`config.mk`:
```
export PLATFORM = sky130hd
export DESIGN_NAME = tiered_line_ecc
export DESIGN_NICKNAME = d
export VERILOG_FILES = /design/src/rtl/tlecc_pkg.sv /design/src/rtl/tlecc_t1_gen.sv /design/src/rtl/tlecc_t2_enc.sv /design/src/rtl/tlecc_t2_fix.sv /design/src/rtl/tiered_line_ecc.sv
export SDC_FILE = /design/constraint.sdc
export NUM_CORES = 2
export LEC_CHECK = 0
export ABC_CLOCK_PERIOD_IN_PS = 3600
export BUFFER_PORTS_ARGS = -buffer_cell sky130_fd_sc_hd__buf_2
export CAP_MARGIN = 15
export CORE_AREA = 2 2 654 656
export CTS_BUF_LIST = sky130_fd_sc_hd__clkbuf_8
export DETAILED_ROUTE_END_ITERATION = 6
export DIE_AREA = 0 0 656 658
export GPL_TIMING_DRIVEN = 0
export HOLD_SLACK_MARGIN = 0.02
export PLACE_DENSITY = 0.31
export SETUP_SLACK_MARGIN = 0.1
export SLEW_MARGIN = 5
export SYNTH_ARGS = -nofsm -noshare
export SYNTH_HDL_FRONTEND = slang
export SYNTH_HIERARCHICAL = 1
export SYNTH_SLANG_ARGS = --single-unit
```
`constraint.sdc`:
```
create_clock -name clk -period 3.6 [get_ports clk]
set_clock_uncertainty 0.1 [all_clocks]
set_input_delay 0.18 -clock clk [delete_from_list [all_inputs] [get_ports clk]]
set_output_delay 0.18 -clock clk [all_outputs]
set_load 0.005 [all_outputs]
```
`src/rtl/tlecc_pkg.sv`:
```
package tlecc_pkg;

  localparam int WORD_W = 64;
  localparam int CHK_W  = 8;

  typedef enum logic [1:0] {
    ST_IDLE = 2'd0,
    ST_REQ  = 2'd1,
    ST_WAIT = 2'd2
  } state_e;

  typedef enum logic [1:0] {
    K_OK      = 2'd0,
    K_REFETCH = 2'd1,
    K_FIXED   = 2'd2,
    K_UNCORR  = 2'd3
  } kind_e;

  typedef struct packed {
    logic [WORD_W-1:0] data;
    logic              dbl;
  } fix_t;

  // Hamming check bits 0..6 plus overall parity in bit 7.
  function automatic logic [CHK_W-1:0] secded_check(input logic [WORD_W-1:0] d);
    logic [6:0] h;
    int         j;
    h = '0;
    j = 0;
    for (int p = 1; p < 72; p++) begin
      if ((p & (p - 1)) != 0) begin
        if (d[j]) h = h ^ 7'(p);
        j++;
      end
    end
    return {(^d) ^ (^h), h};
  endfunction

  function automatic fix_t secded_fix(input logic [WORD_W-1:0] d,
                                      input logic [CHK_W-1:0]  rcv);
    fix_t       r;
    logic [7:0] calc;
    logic [6:0] syn;
    logic       ov;
    int         j;
    calc = secded_check(d);
    syn  = calc[6:0] ^ rcv[6:0];
    ov   = (^d) ^ (^rcv);
    r.data = d;
    j = 0;
    for (int p = 1; p < 72; p++) begin
      if ((p & (p - 1)) != 0) begin
        if (ov && (7'(p) == syn)) r.data[j] = ~d[j];
        j++;
      end
    end
    r.dbl = ((syn != 7'd0) && !ov) || (ov && (syn > 7'd71));
    return r;
  endfunction

endpackage

```
`src/rtl/tlecc_t1_gen.sv`:
```
module tlecc_t1_gen #(
  parameter int NUM_BYTES = 64
) (
  input  logic [NUM_BYTES*8-1:0] line,
  output logic [7:0]             code
);
  always_comb begin
    code = '0;
    for (int b = 0; b < NUM_BYTES; b++) code = code ^ line[b*8 +: 8];
  end
endmodule

```
`src/rtl/tlecc_t2_enc.sv`:
```
module tlecc_t2_enc #(
  parameter int NUM_WORDS = 8
) (
  input  logic [NUM_WORDS*tlecc_pkg::WORD_W-1:0] line,
  output logic [NUM_WORDS*tlecc_pkg::CHK_W-1:0]  code
);
  localparam int WW = tlecc_pkg::WORD_W;
  localparam int CW = tlecc_pkg::CHK_W;

  for (genvar w = 0; w < NUM_WORDS; w++) begin : g_word
    assign code[w*CW +: CW] = tlecc_pkg::secded_check(line[w*WW +: WW]);
  end
endmodule

```
`src/rtl/tlecc_t2_fix.sv`:
```
module tlecc_t2_fix #(
  parameter int NUM_WORDS = 8
) (
  input  logic [NUM_WORDS*tlecc_pkg::WORD_W-1:0] line,
  input  logic [NUM_WORDS*tlecc_pkg::CHK_W-1:0]  code,
  output logic [NUM_WORDS*tlecc_pkg::WORD_W-1:0] fixed,
  output logic                                   any_dbl
);
  localparam int WW = tlecc_pkg::WORD_W;
  localparam int CW = tlecc_pkg::CHK_W;

  logic [NUM_WORDS-1:0] dbl_w;

  for (genvar w = 0; w < NUM_WORDS; w++) begin : g_word
    tlecc_pkg::fix_t r;
    assign r                  = tlecc_pkg::secded_fix(line[w*WW +: WW], code[w*CW +: CW]);
    assign fixed[w*WW +: WW]  = r.data;
    assign dbl_w[w]           = r.dbl;
  end

  assign any_dbl = |dbl_w;
endmodule

```
`src/rtl/tiered_line_ecc.sv`:
```
module tiered_line_ecc #(
  parameter int NUM_WORDS = 8,
  localparam int LINE_W   = NUM_WORDS * tlecc_pkg::WORD_W,
  localparam int T2_W     = NUM_WORDS * tlecc_pkg::CHK_W
) (
  input  logic              clk,
  input  logic              rst_n,
  input  logic              wr_valid,
  input  logic              wr_dirty,
  input  logic [LINE_W-1:0] wr_data,
  output logic [7:0]        wr_t1_code,
  output logic              t2_wr_valid,
  output logic [T2_W-1:0]   t2_wr_code,
  input  logic              rd_valid,
  output logic              rd_ready,
  input  logic              rd_dirty,
  input  logic [LINE_W-1:0] rd_data,
  input  logic [7:0]        rd_t1_code,
  output logic              t2_req_valid,
  input  logic              t2_req_ready,
  input  logic              t2_rsp_valid,
  output logic              t2_rsp_ready,
  input  logic [T2_W-1:0]   t2_rsp_code,
  output logic              res_valid,
  output logic [1:0]        res_kind,
  output logic [LINE_W-1:0] res_data
);
  import tlecc_pkg::*;

  localparam int NUM_BYTES = LINE_W / 8;

  // Write side: both codes ready in the acceptance cycle.
  tlecc_t1_gen #(.NUM_BYTES(NUM_BYTES)) u_t1_wr (.line(wr_data), .code(wr_t1_code));
  tlecc_t2_enc #(.NUM_WORDS(NUM_WORDS)) u_t2_enc (.line(wr_data), .code(t2_wr_code));
  assign t2_wr_valid = wr_valid & wr_dirty;

  // Read side.
  logic [7:0]        rd_t1_calc;
  logic [LINE_W-1:0] line_q;
  logic [LINE_W-1:0] fixed_line;
  logic              fix_dbl;
  state_e            state_q;
  kind_e             kind_q;
  logic              res_valid_q;

  tlecc_t1_gen #(.NUM_BYTES(NUM_BYTES)) u_t1_rd (.line(rd_data), .code(rd_t1_calc));
  tlecc_t2_fix #(.NUM_WORDS(NUM_WORDS)) u_t2_fix (
    .line    (line_q),
    .code    (t2_rsp_code),
    .fixed   (fixed_line),
    .any_dbl (fix_dbl)
  );

  // Named events for the checker.
  logic rd_accept;
  logic t1_mismatch;
  logic rsp_take;
  assign rd_ready     = (state_q == ST_IDLE);
  assign rd_accept    = rd_valid & rd_ready;
  assign t1_mismatch  = (rd_t1_calc != rd_t1_code);
  assign t2_req_valid = (state_q == ST_REQ);
  assign t2_rsp_ready = (state_q == ST_WAIT);
  assign rsp_take     = t2_rsp_valid & t2_rsp_ready;

  always_ff @(posedge clk) begin
    if (!rst_n) begin
      state_q     <= ST_IDLE;
      kind_q      <= K_OK;
      res_valid_q <= 1'b0;
      line_q      <= '0;
    end else begin
      res_valid_q <= 1'b0;
      case (state_q)
        ST_IDLE: begin
          if (rd_accept) begin
            line_q <= rd_data;
            if (!t1_mismatch) begin
              res_valid_q <= 1'b1;
              kind_q      <= K_OK;
            end else if (!rd_dirty) begin
              res_valid_q <= 1'b1;
              kind_q      <= K_REFETCH;
            end else begin
              state_q <= ST_REQ;
            end
          end
        end
        ST_REQ: begin
          if (t2_req_ready) state_q <= ST_WAIT;
        end
        ST_WAIT: begin
          if (rsp_take) begin
            line_q      <= fixed_line;
            res_valid_q <= 1'b1;
            kind_q      <= fix_dbl ? K_UNCORR : K_FIXED;
            state_q     <= ST_IDLE;
          end
        end
        default: state_q <= ST_IDLE;
      endcase
    end
  end

  assign res_valid = res_valid_q;
  assign res_kind  = kind_q;
  assign res_data  = line_q;

endmodule

```
==> impl_metrics.tcl <==
set metrics [dict create \
    port_buffers 1693 \
    row_count 240 \
    vias 65719 \
    cts_sinks 517 \
    met2_usage_pct 36.5 \
    required_ns 4.34 \
    cap_violations 0 \
    placed_cells 14684 \
    crit_start "res_data[281]" \
    fin_cells 16064 \
    synth_edf_count 0 \
    vias_per_cell 4.09 \
    synth_nets 8388 \
    use_met1_pct 29.7 \
    place_congestion 0.970 \
    fin_tns_setup_ns -4.05 \
    synth-seq-cells 517 \
    cts_root_buf "clkbuf_8" \
    hold_class "in -> reg" \
    drive_gt1_share_pct 33.0 \
    core_mm2 0.425 \
    setup_violations 88 \
    syn_to_final_growth_pct 56.2 \
    hp-start "rd_data[15]" \
    pwr-share-seq_pct 7.9 \
    drt-total-wl_um 505000 \
    whs_ns 0.147 \
    cp.arrival_ns 4.63 \
    netlist_instances 7284 \
    final_common_cell "xnor2_1" \
    netlist_area_mm2 0.0622 \
    dieWidth_um 656 \
    swShare_pct 55.2 \
    switchingPower_w 0.0560 \
    busiest_layer "met2" \
    multiInputGateArea_mm2 0.0553 \
    postRouteAntennaNets 0 \
    gr-usage-met3_pct 3.61 \
    irDropWorstVdd_mv 1.35 \
    io_pins 1695 \
    yosys_warnings 6 \
    grt_pass1_vias 65522 \
    clockBufferDepth 4 \
    dr.pass1.iters 7 \
    grt-ovfl-total 0 \
    ys_types 66 \
    timing.final.max_slew_violations 0 \
    grt_max_degree 20 \
    start_util_pct 14.6 \
    cts_tree "done" \
    dp_hpwl_um 433000 \
    hold_violations 0 \
    rsz0062_at_grt "yes" \
    critPathKind "reg -> reg" \
    final_cell_mix "xnor2_1 (2256), buf_2 (1879), nand2_1 (1177), dlygate4sd3_1 (883), xor2_1 (658)" \
    clock_latency_ns 0.96 \
    grt_pass1_wl_um 647000 \
    failed_checks "design-rule violations, negative setup slack" \
    utilization_pct 22.8 \
    fillerInstances 47753 \
    power.density_mw_per_mm2 1040 \
    comb_power_share_pct 85.1 \
    drt_iter0_drc 5241 \
    startpoint_type "register" \
    fin_nets 11312 \
    ys.flop_type "dfxtp_1" \
    p_clk_share_pct 7.0 \
    tightest_slew_ns 1.43 \
    cellLeakagePower_nw 45.3 \
    fmax_mhz 258 \
    cp-end-kind "register" \
    die-area_mm2 0.432 \
    track_usage_pct 22.3 \
    rr_startpoint "res_data[281]" \
    drc 201 \
    cts.htree.levels 3 \
    p_int_w 0.0454 \
    fin_crit_ns 3.88 \
    antenna_found_initial 161 \
    crit_path_max_fanout 4 \
    regArea_mm2 0.0109 \
    cts_made_buffers 119 \
    fin_ws_ns -0.283 \
    status "finished, violations left" \
    ys_async_sr_fraction_pct 0 \
    ys_seq_area_share_pct 16.7 \
    wl_per_cell_um 31.5 \
    fin_crit_sh_pct 108 \
    slew-limit-headroom_pct 4.25 \
    syn_avg_cell_area_um2 8.53 \
    path_clk_slew_ns 0.06 \
    die_h_um 658 \
]
## critical path, cell delays in order (launching register included)
cell and delay [ns]:
dfxtp_4 0.37, xnor3_2 0.51, xnor2_4 0.23, xnor3_1 0.47
xnor2_2 0.20, and2_1 0.15, mux2i_1 0.14, or2_2 0.35
o311a_2 0.50, nor2_4 0.18, nand4b_1 0.13, o21a_4 0.25
o21ai_2 0.06, mux2i_1 0.09
## power by group through the flow
| stage | clock network, W | logic [W] | registers [W] |
|---|---|---|---|
| floorplan | 0 | 0.0361 | 0.00737 |
| global placement | 0 | 0.0602 | 0.00804 |
| detailed placement | 0 | 0.0604 | 0.00803 |
| CTS | 0.00746 | 0.0736 | 0.00798 |
| global route | 0.00762 | 0.0896 | 0.00811 |
| finish | 0.00708 | 0.0863 | 0.00804 |
## final cells by class
class                      instances  share of cell area [%]
antenna                           81                   0.209
buffer                           322                    1.79
clock buffer                     144                    2.04
clock inverter                    65                   0.298
inverter                          14                  0.0541
multi-input combinational       6429                    56.9
sequential                       517                    11.2
tap                             5687                    7.33
timing repair buffer            2805                    20.1
## cells by family after synthesis
family	synth area share [%]
flip-flops	16.7
buffers and inverters	2.49
multiplexers	0.246
AND/OR/NAND/NOR	16.1
AO/OA/AOI/OAI	8.51
XOR/XNOR	56.0
## timing repair
action,in CTS,in global routing
setup buffers,76,114
endpoints found under the setup margin,520,509
gates resized for setup,823,682
hold buffers,883,0
gates cloned,6,13
endpoints found under the hold margin,517,0
pin swaps,145,246
## synthesized netlist by cell type (5+ instances only)
cell type / n / share of area [%]
xnor2_1: 2522 / 36
o21ai_0: 5 / 0.040
nand3_1: 535 / 4.3
xnor2_2: 16 / 0.42
xor3_1: 14 / 0.54
and3_1: 7 / 0.070
inv_1: 14 / 0.085
nor3_1: 14 / 0.11
nand2b_1: 24 / 0.24
nor2b_1: 20 / 0.20
nor2_1: 361 / 2.2
nand2_2: 5 / 0.050
xor2_1: 702 / 9.9
dfxtp_1: 517 / 17
nand2_4: 5 / 0.091
buf_2: 190 / 1.5
and2_1: 15 / 0.15
clkbuf_1: 124 / 0.75
buf_1: 5 / 0.030
nand2_1: 1330 / 8.0
mux2i_1: 13 / 0.21
xnor3_1: 259 / 9.4
o211a_1: 512 / 8.2
or2_2: 6 / 0.060
## flip-flops by register name, summed over array words and instances (netlist names)
register and count:
res_kind 2, res_valid 1, res_data 512, state_q 2
## metrics by stage
step | total power, W | setup slack [ns] | instance area (µm²)
2_1_floorplan | 0.0435 | 0.102 | 62200
3_3_place_gp | 0.0682 | -2.32 | 77800
3_5_place_dp | 0.0684 | -1.66 | 78100
4_1_cts | 0.0891 | -0.369 | 92800
5_1_grt | 0.105 | -0.338 | 97000
6_report | 0.101 | -0.283 | 97100
## metal layers
| layer | part of all wire, % | vias up |
|---|---|---|
| met1 | 44 | 32845 |
| met2 | 46 | 2502 |
| met5 | 0.028 | - |
| met4 | 4.1 | 20 |
| li1 | - | 29681 |
| met3 | 5.7 | 671 |
## path summary, 6_finish.rpt
| kind | end | slack [ns] | depth (start not counted) |
|---|---|---|---|
| setup reg to reg | res_kind[0] | -0.28 | 13 |
| setup / recovery | res_kind[0] | -0.28 | 13 |
| hold reg to reg | res_kind[0] | 0.36 | 2 |
| hold / removal | res_data[15] | 0.15 | 5 |
No activity file was read; power rests on OpenSTA's default activity.
